===== config.mk =====
export PLATFORM = sky130hd
export DESIGN_NAME = snap_timebase
export DESIGN_NICKNAME = d
export VERILOG_FILES = /design/src/rtl/snap_timebase_pkg.sv /design/src/rtl/pulse_div.sv /design/src/rtl/sync_edge.sv /design/src/rtl/tick_mux.sv /design/src/rtl/count_core.sv /design/src/rtl/ctrl_bank.sv /design/src/rtl/snap_timebase.sv
export SDC_FILE = /design/constraint.sdc
export NUM_CORES = 1
export LEC_CHECK = 0
export ABC_CLOCK_PERIOD_IN_PS = 4200
export BUFFER_PORTS_ARGS = -buffer_cell sky130_fd_sc_hd__buf_2
export CORE_ASPECT_RATIO = 1.25
export CORE_MARGIN = 2
export CORE_UTILIZATION = 35
export CTS_CLUSTER_DIAMETER = 60
export DETAILED_ROUTE_END_ITERATION = 8
export SLEW_MARGIN = 20
export SYNTH_ARGS = -nofsm -noshare
export SYNTH_HDL_FRONTEND = slang
export SYNTH_SLANG_ARGS = --single-unit

===== constraint.sdc =====
create_clock -name clk -period 4.2 [get_ports clk]
set_clock_uncertainty 0.15 [all_clocks]
set_input_delay 1.05 -clock clk [delete_from_list [all_inputs] [get_ports clk]]
set_output_delay 1.05 -clock clk [all_outputs]
set_load 0.005 [all_outputs]

===== src/rtl/snap_timebase_pkg.sv =====
// Shared types for the snapshot timebase: source codes, bus addresses and
// control-byte bit positions. Assumes an 8-bit data bus.
package snap_timebase_pkg;

    typedef enum logic [2:0] {
        SRC_DIV12    = 3'b000,
        SRC_DIV4     = 3'b001,
        SRC_AUX      = 3'b010,
        SRC_PIN_FALL = 3'b011,
        SRC_SYSCLK   = 3'b100,
        SRC_OSC8     = 3'b101,
        SRC_RSV6     = 3'b110,
        SRC_RSV7     = 3'b111
    } src_e;

    localparam logic [1:0] ADDR_CNT_LO = 2'd0;
    localparam logic [1:0] ADDR_CNT_HI = 2'd1;
    localparam logic [1:0] ADDR_CTRL   = 2'd2;

    localparam int CB_RUN    = 0;
    localparam int CB_IE     = 1;
    localparam int CB_FREEZE = 2;
    localparam int CB_SRC_LO = 3;
    localparam int CB_SRC_HI = 5;
    localparam int CB_FLAG   = 7;

endpackage


===== src/rtl/pulse_div.sv =====
// Free-running prescaler: emits a one-cycle enable pulse every DIV clocks.
// Assumes DIV >= 2; the phase starts at reset and is never restarted.
module pulse_div #(
    parameter int DIV = 4
) (
    input  logic clk,
    input  logic rst_n,
    output logic pulse
);
    localparam int CW = $clog2(DIV);
    localparam logic [CW-1:0] LAST = CW'(DIV - 1);

    logic [CW-1:0] phase;

    // Step the phase counter and wrap it at DIV-1.
    always_ff @(posedge clk) begin
        if (!rst_n)             phase <= '0;
        else if (phase == LAST) phase <= '0;
        else                    phase <= phase + 1'b1;
    end

    assign pulse = (phase == LAST);

    // a prescaled pulse never lasts two consecutive cycles
    a_r4_pulse_single: assert property (@(posedge clk) disable iff (!rst_n)
        pulse |=> !pulse);

endmodule


===== src/rtl/sync_edge.sv =====
// Multi-flop synchronizer followed by an edge detector. FALLING selects
// which transition gives the one-cycle pulse. Assumes din is asynchronous
// and changes no faster than the system clock can sample.
module sync_edge #(
    parameter int STAGES  = 2,
    parameter bit FALLING = 1'b1
) (
    input  logic clk,
    input  logic rst_n,
    input  logic din,
    output logic edge_pulse
);
    logic [STAGES-1:0] sh;
    logic              prev;

    // Shift the input through the synchronizer and keep one delayed copy.
    always_ff @(posedge clk) begin
        if (!rst_n) begin
            sh   <= '0;
            prev <= 1'b0;
        end else begin
            sh   <= {sh[STAGES-2:0], din};
            prev <= sh[STAGES-1];
        end
    end

    generate
        if (FALLING) begin : g_fall
            assign edge_pulse = prev & ~sh[STAGES-1];
        end else begin : g_rise
            assign edge_pulse = ~prev & sh[STAGES-1];
        end
    endgenerate

    // a detected edge is a pulse of exactly one cycle
    a_r6_edge_single: assert property (@(posedge clk) disable iff (!rst_n)
        edge_pulse |=> !edge_pulse);

endmodule


===== src/rtl/tick_mux.sv =====
// Builds every count source as a one-cycle enable in the clk domain and
// selects one with the source code. Reserved codes give no tick.
module tick_mux
    import snap_timebase_pkg::*;
#(
    parameter int SLOW_DIV    = 12,
    parameter int FAST_DIV    = 4,
    parameter int SYNC_STAGES = 2
) (
    input  logic clk,
    input  logic rst_n,
    input  src_e src,
    input  logic aux_ovf,
    input  logic ext_pin,
    input  logic ext_osc,
    output logic tick
);
    logic slow_p, fast_p, pin_p, osc_p;

    pulse_div #(.DIV(SLOW_DIV)) i_div_slow (.clk(clk), .rst_n(rst_n), .pulse(slow_p));
    pulse_div #(.DIV(FAST_DIV)) i_div_fast (.clk(clk), .rst_n(rst_n), .pulse(fast_p));

    sync_edge #(.STAGES(SYNC_STAGES), .FALLING(1'b1)) i_pin_edge (
        .clk(clk), .rst_n(rst_n), .din(ext_pin), .edge_pulse(pin_p));
    sync_edge #(.STAGES(SYNC_STAGES), .FALLING(1'b0)) i_osc_edge (
        .clk(clk), .rst_n(rst_n), .din(ext_osc), .edge_pulse(osc_p));

    // Pick the enable that belongs to the selected source.
    always_comb begin
        unique case (src)
            SRC_DIV12:    tick = slow_p;
            SRC_DIV4:     tick = fast_p;
            SRC_AUX:      tick = aux_ovf;
            SRC_PIN_FALL: tick = pin_p;
            SRC_SYSCLK:   tick = 1'b1;
            SRC_OSC8:     tick = osc_p;
            default:      tick = 1'b0;
        endcase
    end

    // the reserved codes never produce a count pulse
    a_r4_reserved_hold: assert property (@(posedge clk) disable iff (!rst_n)
        (src == SRC_RSV6 || src == SRC_RSV7) |-> !tick);

    // with the auxiliary source selected, pulses come only from aux_ovf
    a_r5_aux_only: assert property (@(posedge clk) disable iff (!rst_n)
        (src == SRC_AUX && !aux_ovf) |-> !tick);

endmodule


===== src/rtl/count_core.sv =====
// The count register with byte loads and the high-byte snapshot. Assumes
// at most one of the write/read strobes per cycle. A byte write takes
// priority over an increment in the same cycle.
module count_core #(
    parameter int BYTE_W = 8
) (
    input  logic                clk,
    input  logic                rst_n,
    input  logic                inc,
    input  logic                wr_lo,
    input  logic                wr_hi,
    input  logic                rd_lo,
    input  logic [BYTE_W-1:0]   wdata,
    output logic [2*BYTE_W-1:0] cnt,
    output logic [BYTE_W-1:0]   snap,
    output logic                wrap
);
    localparam int CNT_W = 2 * BYTE_W;

    logic any_wr;
    assign any_wr = wr_lo | wr_hi;

    // Load a byte on a write, otherwise advance on an accepted pulse.
    always_ff @(posedge clk) begin
        if (!rst_n)     cnt <= '0;
        else if (wr_lo) cnt[BYTE_W-1:0]     <= wdata;
        else if (wr_hi) cnt[CNT_W-1:BYTE_W] <= wdata;
        else if (inc)   cnt <= cnt + 1'b1;
    end

    // Copy the live high byte into the snapshot on a low-byte read.
    always_ff @(posedge clk) begin
        if (!rst_n)     snap <= '0;
        else if (rd_lo) snap <= cnt[CNT_W-1:BYTE_W];
    end

    assign wrap = inc & ~any_wr & (&cnt);

    // a low-byte write lands even while a count pulse is present
    a_r2_write_lo: assert property (@(posedge clk) disable iff (!rst_n)
        wr_lo |=> cnt[BYTE_W-1:0] == $past(wdata));
    // a high-byte write leaves the low byte alone
    a_r2_write_hi: assert property (@(posedge clk) disable iff (!rst_n)
        wr_hi |=> (cnt[CNT_W-1:BYTE_W] == $past(wdata)) &&
                  (cnt[BYTE_W-1:0] == $past(cnt[BYTE_W-1:0])));
    // the snapshot holds the high byte seen at the low-byte read
    a_r3_snapshot: assert property (@(posedge clk) disable iff (!rst_n)
        rd_lo |=> snap == $past(cnt[CNT_W-1:BYTE_W]));
    // reads do not disturb counting
    a_r3_advance: assert property (@(posedge clk) disable iff (!rst_n)
        (inc && !any_wr) |=> cnt == $past(cnt) + 1'b1);
    // without a pulse or write the count holds
    a_r10_hold: assert property (@(posedge clk) disable iff (!rst_n)
        (!inc && !any_wr) |=> $stable(cnt));

endmodule


===== src/rtl/ctrl_bank.sv =====
// Control byte: run, interrupt enable, freeze, source code and the sticky
// overflow flag. Software can clear the flag but never set it, and a
// hardware wrap wins over a clear in the same cycle.
module ctrl_bank
    import snap_timebase_pkg::*;
#(
    parameter int BYTE_W = 8
) (
    input  logic              clk,
    input  logic              rst_n,
    input  logic              wr_ctrl,
    input  logic [BYTE_W-1:0] wdata,
    input  logic              wrap,
    output logic              run,
    output logic              ie,
    output logic              freeze,
    output src_e              src,
    output logic              flag,
    output logic              irq
);
    // Load the writable fields from a control write.
    always_ff @(posedge clk) begin
        if (!rst_n) begin
            run    <= 1'b0;
            ie     <= 1'b0;
            freeze <= 1'b0;
            src    <= SRC_DIV12;
        end else if (wr_ctrl) begin
            run    <= wdata[CB_RUN];
            ie     <= wdata[CB_IE];
            freeze <= wdata[CB_FREEZE];
            src    <= src_e'(wdata[CB_SRC_HI:CB_SRC_LO]);
        end
    end

    // Set the flag on a wrap; clear it only on a write with the bit at 0.
    always_ff @(posedge clk) begin
        if (!rst_n)                          flag <= 1'b0;
        else if (wrap)                       flag <= 1'b1;
        else if (wr_ctrl && !wdata[CB_FLAG]) flag <= 1'b0;
    end

    assign irq = flag & ie;

    // a wrap always leaves the flag set
    a_r8_flag_set: assert property (@(posedge clk) disable iff (!rst_n)
        wrap |=> flag);
    // the flag only drops through a control write
    a_r8_flag_sticky: assert property (@(posedge clk) disable iff (!rst_n)
        (flag && !wr_ctrl) |=> flag);
    // software cannot raise the flag
    a_r8_no_sw_set: assert property (@(posedge clk) disable iff (!rst_n)
        (!flag && !wrap) |=> !flag);

endmodule


===== src/rtl/snap_timebase.sv =====
// Top level of the snapshot timebase: decodes the byte bus, forms the
// count enable from source, run and idle freeze, and muxes read data.
// Assumes a single read or write strobe per cycle and a synchronous aux_ovf.
module snap_timebase
    import snap_timebase_pkg::*;
#(
    parameter int BYTE_W      = 8,
    parameter int SLOW_DIV    = 12,
    parameter int FAST_DIV    = 4,
    parameter int SYNC_STAGES = 2
) (
    input  logic                clk,
    input  logic                rst_n,
    input  logic [1:0]          bus_addr,
    input  logic                bus_wr,
    input  logic                bus_rd,
    input  logic [BYTE_W-1:0]   bus_wdata,
    output logic [BYTE_W-1:0]   bus_rdata,
    input  logic                aux_ovf,
    input  logic                ext_pin,
    input  logic                ext_osc,
    input  logic                cpu_idle,
    output logic [2*BYTE_W-1:0] count_val,
    output logic                irq
);
    localparam int CNT_W = 2 * BYTE_W;

    logic              wr_lo, wr_hi, wr_ctrl, rd_lo;
    logic              run, ie, freeze, flag, tick, inc, wrap;
    src_e              src;
    logic [CNT_W-1:0]  cnt;
    logic [BYTE_W-1:0] snap;

    assign wr_lo   = bus_wr && bus_addr == ADDR_CNT_LO;
    assign wr_hi   = bus_wr && bus_addr == ADDR_CNT_HI;
    assign wr_ctrl = bus_wr && bus_addr == ADDR_CTRL;
    assign rd_lo   = bus_rd && bus_addr == ADDR_CNT_LO;

    tick_mux #(
        .SLOW_DIV(SLOW_DIV), .FAST_DIV(FAST_DIV), .SYNC_STAGES(SYNC_STAGES)
    ) i_tick_mux (
        .clk(clk), .rst_n(rst_n), .src(src), .aux_ovf(aux_ovf),
        .ext_pin(ext_pin), .ext_osc(ext_osc), .tick(tick)
    );

    assign inc = tick & run & ~(freeze & cpu_idle);

    count_core #(.BYTE_W(BYTE_W)) i_count_core (
        .clk(clk), .rst_n(rst_n), .inc(inc), .wr_lo(wr_lo), .wr_hi(wr_hi),
        .rd_lo(rd_lo), .wdata(bus_wdata), .cnt(cnt), .snap(snap), .wrap(wrap)
    );

    ctrl_bank #(.BYTE_W(BYTE_W)) i_ctrl_bank (
        .clk(clk), .rst_n(rst_n), .wr_ctrl(wr_ctrl), .wdata(bus_wdata),
        .wrap(wrap), .run(run), .ie(ie), .freeze(freeze), .src(src),
        .flag(flag), .irq(irq)
    );

    // Return the register selected by the address.
    always_comb begin
        bus_rdata = '0;
        unique case (bus_addr)
            ADDR_CNT_LO: bus_rdata = cnt[BYTE_W-1:0];
            ADDR_CNT_HI: bus_rdata = snap;
            ADDR_CTRL: begin
                bus_rdata[CB_RUN]               = run;
                bus_rdata[CB_IE]                = ie;
                bus_rdata[CB_FREEZE]            = freeze;
                bus_rdata[CB_SRC_HI:CB_SRC_LO]  = src;
                bus_rdata[CB_FLAG]              = flag;
            end
            default: bus_rdata = '0;
        endcase
    end

    assign count_val = cnt;

    // a cleared run bit stops the count (unless software loads it)
    a_r10_run_gate: assert property (@(posedge clk) disable iff (!rst_n)
        (!run && !bus_wr) |=> $stable(count_val));
    // freeze with idle asserted holds the count
    a_r11_idle_freeze: assert property (@(posedge clk) disable iff (!rst_n)
        (freeze && cpu_idle && !bus_wr) |=> $stable(count_val));
    // the interrupt line follows the flag and its enable
    a_r9_irq_follow: assert property (@(posedge clk) disable iff (!rst_n)
        irq |-> (flag && ie));

endmodule


# Word level (Yosys, flattened, before mapping)
# Cells that the tools add are included.
# word_totals
reg_bits	43
in_bits	18
elab_cells	68
# classes
addsub	3
n_eq_ne	10
muxes	10
n_bitwise	15
reduce_logical	16
# op_table
cell	n
two-way mux 8 bit	3
one-hot mux 6 bit (3 select lines)	1
adder 16 x 1 -> 16 bit, second input constant	1
two-way mux 16 bit	1
AND reduction 16 bit	1
AND 1 bit	8
equality test 3 x 2 -> 1 bit, second input constant	2
equality test 3 bit, second input constant	2
NOT 1 bit	6
one-hot mux 1 bit (6 select lines)	1
nonzero test 2 bit	3
logical AND 1 bit	5
adder 4 x 1 -> 4 bit, second input constant	1
equality test 2 bit, second input constant	2
equality test 4 bit, second input constant	1
AND reduction 2 bit	2
OR reduction 2 bit	2
equality test 3 x 1 -> 1 bit, second input constant	1
logical NOT 3 bit	1
one-hot mux 1 bit (3 select lines)	1
adder 2 x 1 -> 2 bit, second input constant	1
equality test 2 x 1 -> 1 bit, second input constant	1
logical NOT 2 bit	1
two-way mux 1 bit	2
4 further kinds	4

# Longest topological paths before layout
# depth
ltp_word	8
depth_mapped	7
ltp_nobuf	6

# Cells and area by module
# A second synthesis with hierarchy kept.
# hier_totals
cells_unflattened	244
area_unflattened_um2	2249.7
# modules_own_cells
module	n_inst	cells_per_inst	area_each_um2	seq_area_each_um2
count_core	1	149	1283.7	480.5
ctrl_bank	1	24	276.5	140.1
snap_timebase	1	27	210.2	0.0
pulse_div at i_tick_mux.i_div_slow	1	18	175.2	80.1
sync_edge at i_tick_mux.i_osc_edge	1	7	92.6	60.1
sync_edge at i_tick_mux.i_pin_edge	1	7	88.8	60.1
pulse_div at i_tick_mux.i_div_fast	1	5	73.8	40.0
tick_mux	1	7	48.8	0.0

# Worst setup path before layout
# OpenSTA, ideal clock, no wires.
# synth_path
path_type	input-to-output
startpoint	input bus_addr[1]
endpoint	output bus_rdata[0]
t_arrival_ns	1.991
slack_ns	1.009
path_stages	5
path_buffers	2
cell_sequence	clkbuf_1 nor2b_1 clkbuf_1 nand2_1 o21ai_0
# synth_via
elab_chain_len	2
# synth_lines
element	line	text
start, declared	snap_timebase.sv:14	input logic [1:0] bus_addr,
equality test 2 bit (tied with other cells)	snap_timebase.sv:62	unique case (bus_addr)
one-hot mux 6 bit (3 select lines) *	snap_timebase.sv:62	
end, declared	snap_timebase.sv:18	output logic [BYTE_W-1:0] bus_rdata,
# Every way passes the cells marked *; elsewhere a longest branch is shown, timed or not.

# Worst setup path in the final report
# layout_path
startpoint	input bus_addr[0]
endpoint	output bus_rdata[3]
# Same word-level chain as after synthesis.

==> impl_metrics.json <==
{
  "diodes": 0,
  "combPwrFrac_pct": 10.6,
  "met3_usage_pct": 3.013,
  "dpl.hpwl_um": 3895,
  "max_stage_delay_ns": 0.31,
  "vias": 1878,
  "leakagePower_nw": 0.9192,
  "p_int_w": 0.0005805,
  "slew_violations": 0,
  "drv_cap": 0,
  "grt_pass1_vias": 1833,
  "cp.required_ns": 3.00,
  "clockPowerShare_pct": 33.2,
  "fin_crit_ns": 3.150,
  "worst_r2r_path_depth": 6,
  "h-tree-depth": 2,
  "synth_top_area_share_pct": 40.93,
  "worstSetupPathType": "input pin to output pin",
  "power_switching_w": 0.0002084,
  "place_area_um2": 2361,
  "min-delay-start": "i_tick_mux.i_div_fast.phase[0]",
  "synth-async-reset-ratio_pct": 0,
  "fin_setup_tns_ns": 0,
  "synth_edf_count": 0,
  "p_total_w": 0.0007888,
  "drt-total-wl_um": 5338,
  "portBuffers": 42,
  "cp_num_buf_inv": 3,
  "powerDensity_nw_per_um2": 322.0,
  "cts_hold_buf": 0,
  "synthTopCellsByArea": "dfxtp_1, mux2i_1, o21ai_0",
  "grt_max_degree": 44,
  "syn_nets": 265,
  "start_kind": "input pin",
  "syn2layout_area_growth_pct": 16.48,
  "cts_tree": "done",
  "drt_iter0_markers": 70,
  "timing.rr.start": "i_tick_mux.i_div_slow.phase[0]",
  "clock_path_buffers": 2,
  "antenna_found_initial": 0,
  "path_cells": "buf_2 > nor2b_1 > buf_4 > nand2_1 > o21ai_0 > buf_2",
  "ir_drop_v": 0.0002048,
  "crit_end": "bus_rdata[3]",
  "synth_ff_type": "dfxtp_1",
  "seq_power_share_pct": 56.2,
  "path_delay_family": "buffers and inverters",
  "grt_use_met1_pct": 21.76,
  "cp-startpoint": "bus_addr[0]",
  "hp-class": "register to register",
  "crit_slowest_cell": "buf_2",
  "grt_pass1_wl_um": 8963,
  "rows": 31,
  "drive_gt1_share_pct": 18.73,
  "ant_nets": 0,
  "clock_sinks": 43,
  "synth_seq_cells": 43,
  "synth_area_leader_cell": "dfxtp_1",
  "synth_cell_types": 37,
  "clk_latency_ns": 0.30,
  "rrSetupSlack_ns": 1.83,
  "end_kind": "output pin",
  "hold_ws_ns": 0.2798,
  "met2_usage_pct": 28.00,
  "worst_slew_pin_slew_ns": 0.7579,
  "r2r_end": "i_count_core.cnt[11]",
  "die_w_um": 73.34,
  "viasPerCell": 5.381,
  "synth_cells": 244,
  "setup_violations": 0,
  "grt_usage_pct": 17.04,
  "hold_violations": 0,
  "synth_commonest_cells": "dfxtp_1, o21ai_0, nand2_1",
  "critical_path.most_common_cell": "buf_2",
  "nFillCells": 614,
  "cts.clk_slew.worst_paths_ns": 0.08,
  "busiest_layer": "met2",
  "cts_root_buf": "clkbuf_8",
  "yosysMostFrequentCell": "dfxtp_1",
  "firstDrtPassIters": 4,
  "cp.arrival_ns": 1.95,
  "synth_area_um2": 2103,
  "cts_repair_resize_count": 0,
  "gp_congestion": 0.8510,
  "start_util_pct": 36.15,
  "max_freq_ghz": 0.3175,
  "finalNonFillerCells": 349,
  "die_h_um": 90.67,
  "final_nets": 303,
  "grt_overflow": 0,
  "rsz0062_at_grt": "false",
  "synth_seq_area_share_pct": 40.93,
  "cts_made_buffers": 5,
  "period_share_pct": 74.99,
  "design_area_um2": 2450,
  "postCtsSetupBuffers": 0,
  "wl_per_cell_um": 15.30,
  "numPlacedInstances": 341,
  "status": "completed",
  "core_area_um2": 5818,
  "power.share.switching_pct": 26.41,
  "route.detailed.drc": 0,
  "timing.slew.headroom_pct": 49.48,
  "synth_warnings": 0,
  "syn-mean-instance-area_um2": 8.620,
  "cp.depth": 6,
  "top_level_ports": 43,
  "cp_max_fo": 14,
  "dieArea_um2": 6649
}
## cell usage in the layout, fill, tap and decap left out, types with 5 or more instances in the layout
master	netlist	routed
mux2i_1	18	18
clkbuf_8	0	5
dfxtp_1	43	43
nor2b_1	14	14
inv_1	5	5
nand3_1	10	10
or3_1	8	8
nand2_1	25	25
xnor2_1	7	7
buf_2	0	42
o21ai_0	28	28
a31oi_1	6	6
a21oi_1	9	9
a21boi_0	8	8
and2_1	8	8
nor4_1	5	5
## layer usage
| layer | vias up | share of wire, % | wire, um |
|---|---|---|---|
| li1 | 947 | - | - |
| met1 | 880 | 44 | 2350 |
| met2 | 43 | 50 | 2674 |
| met3 | 8 | 4.4 | 235 |
| met4 | 0 | 1.4 | 77 |
| met5 | - | 0 | 0 |
## area by class of cell
| cell class | count | area [um^2] | area share, % |
|---|---|---|---|
| repair buffers | 44 | 225.2 | 9.193 |
| well taps | 66 | 82.58 | 3.371 |
| clock inverters | 3 | 20.02 | 0.8172 |
| multi-input cells | 183 | 1174 | 47.91 |
| inverters | 5 | 18.77 | 0.7661 |
| clock buffers | 5 | 68.82 | 2.809 |
| flip-flops and latches | 43 | 860.8 | 35.14 |
## cells by family after synthesis
group	Yosys count	synth area share (%)
compound gates	60	17.25
xor+xnor	8	3.331
fa+ha+maj	3	1.785
buf+inv	18	3.272
flops	43	40.93
mux	18	8.566
simple gates	94	24.87
## flip-flops by register name, summed over array words and instances, names as in the netlist
name / flops
i_ctrl_bank.src: 3
i_ctrl_bank.freeze: 1
i_count_core.cnt: 16
i_tick_mux.i_div_fast.phase: 2
i_tick_mux.i_osc_edge.sh: 2
i_tick_mux.i_pin_edge.sh: 2
i_count_core.snap: 8
i_ctrl_bank.ie: 1
i_tick_mux.i_osc_edge.prev: 1
i_ctrl_bank.flag: 1
i_tick_mux.i_div_slow.phase: 4
i_tick_mux.i_pin_edge.prev: 1
i_ctrl_bank.run: 1
## power groups by stage
stage                     Combinational (W)  Sequential [W]  Clock (W)
after floorplan                   0.0000520        0.000449          0
after global placement            0.0000830        0.000453          0
final                             0.0000836        0.000444   0.000262
after global routing              0.0000954        0.000447   0.000289
after CTS                         0.0000847        0.000444   0.000272
after detailed placement          0.0000844        0.000453          0
## worst min-delay path by stage
stage                                     endpoint  cells past startpoint  slack [ns]
CTS                 i_tick_mux.i_div_fast.phase[0]                      1        0.28
finish              i_tick_mux.i_div_fast.phase[0]                      1        0.28
global placement       i_tick_mux.i_pin_edge.sh[1]                      1        0.27
global route        i_tick_mux.i_div_fast.phase[0]                      1        0.31
floorplan           i_tick_mux.i_div_fast.phase[0]                      1        0.25
detailed placement  i_tick_mux.i_div_fast.phase[0]                      1        0.27
## metrics by stage
step	setup WS [ns]	utilization, %
floorplan	1.009	-
global placement	1.094	40.58
detailed placement	1.067	40.58
CTS	1.053	42.11
global route	0.9177	42.11
finish	1.050	42.11
Note: power is estimated with default switching activity, not from simulation.
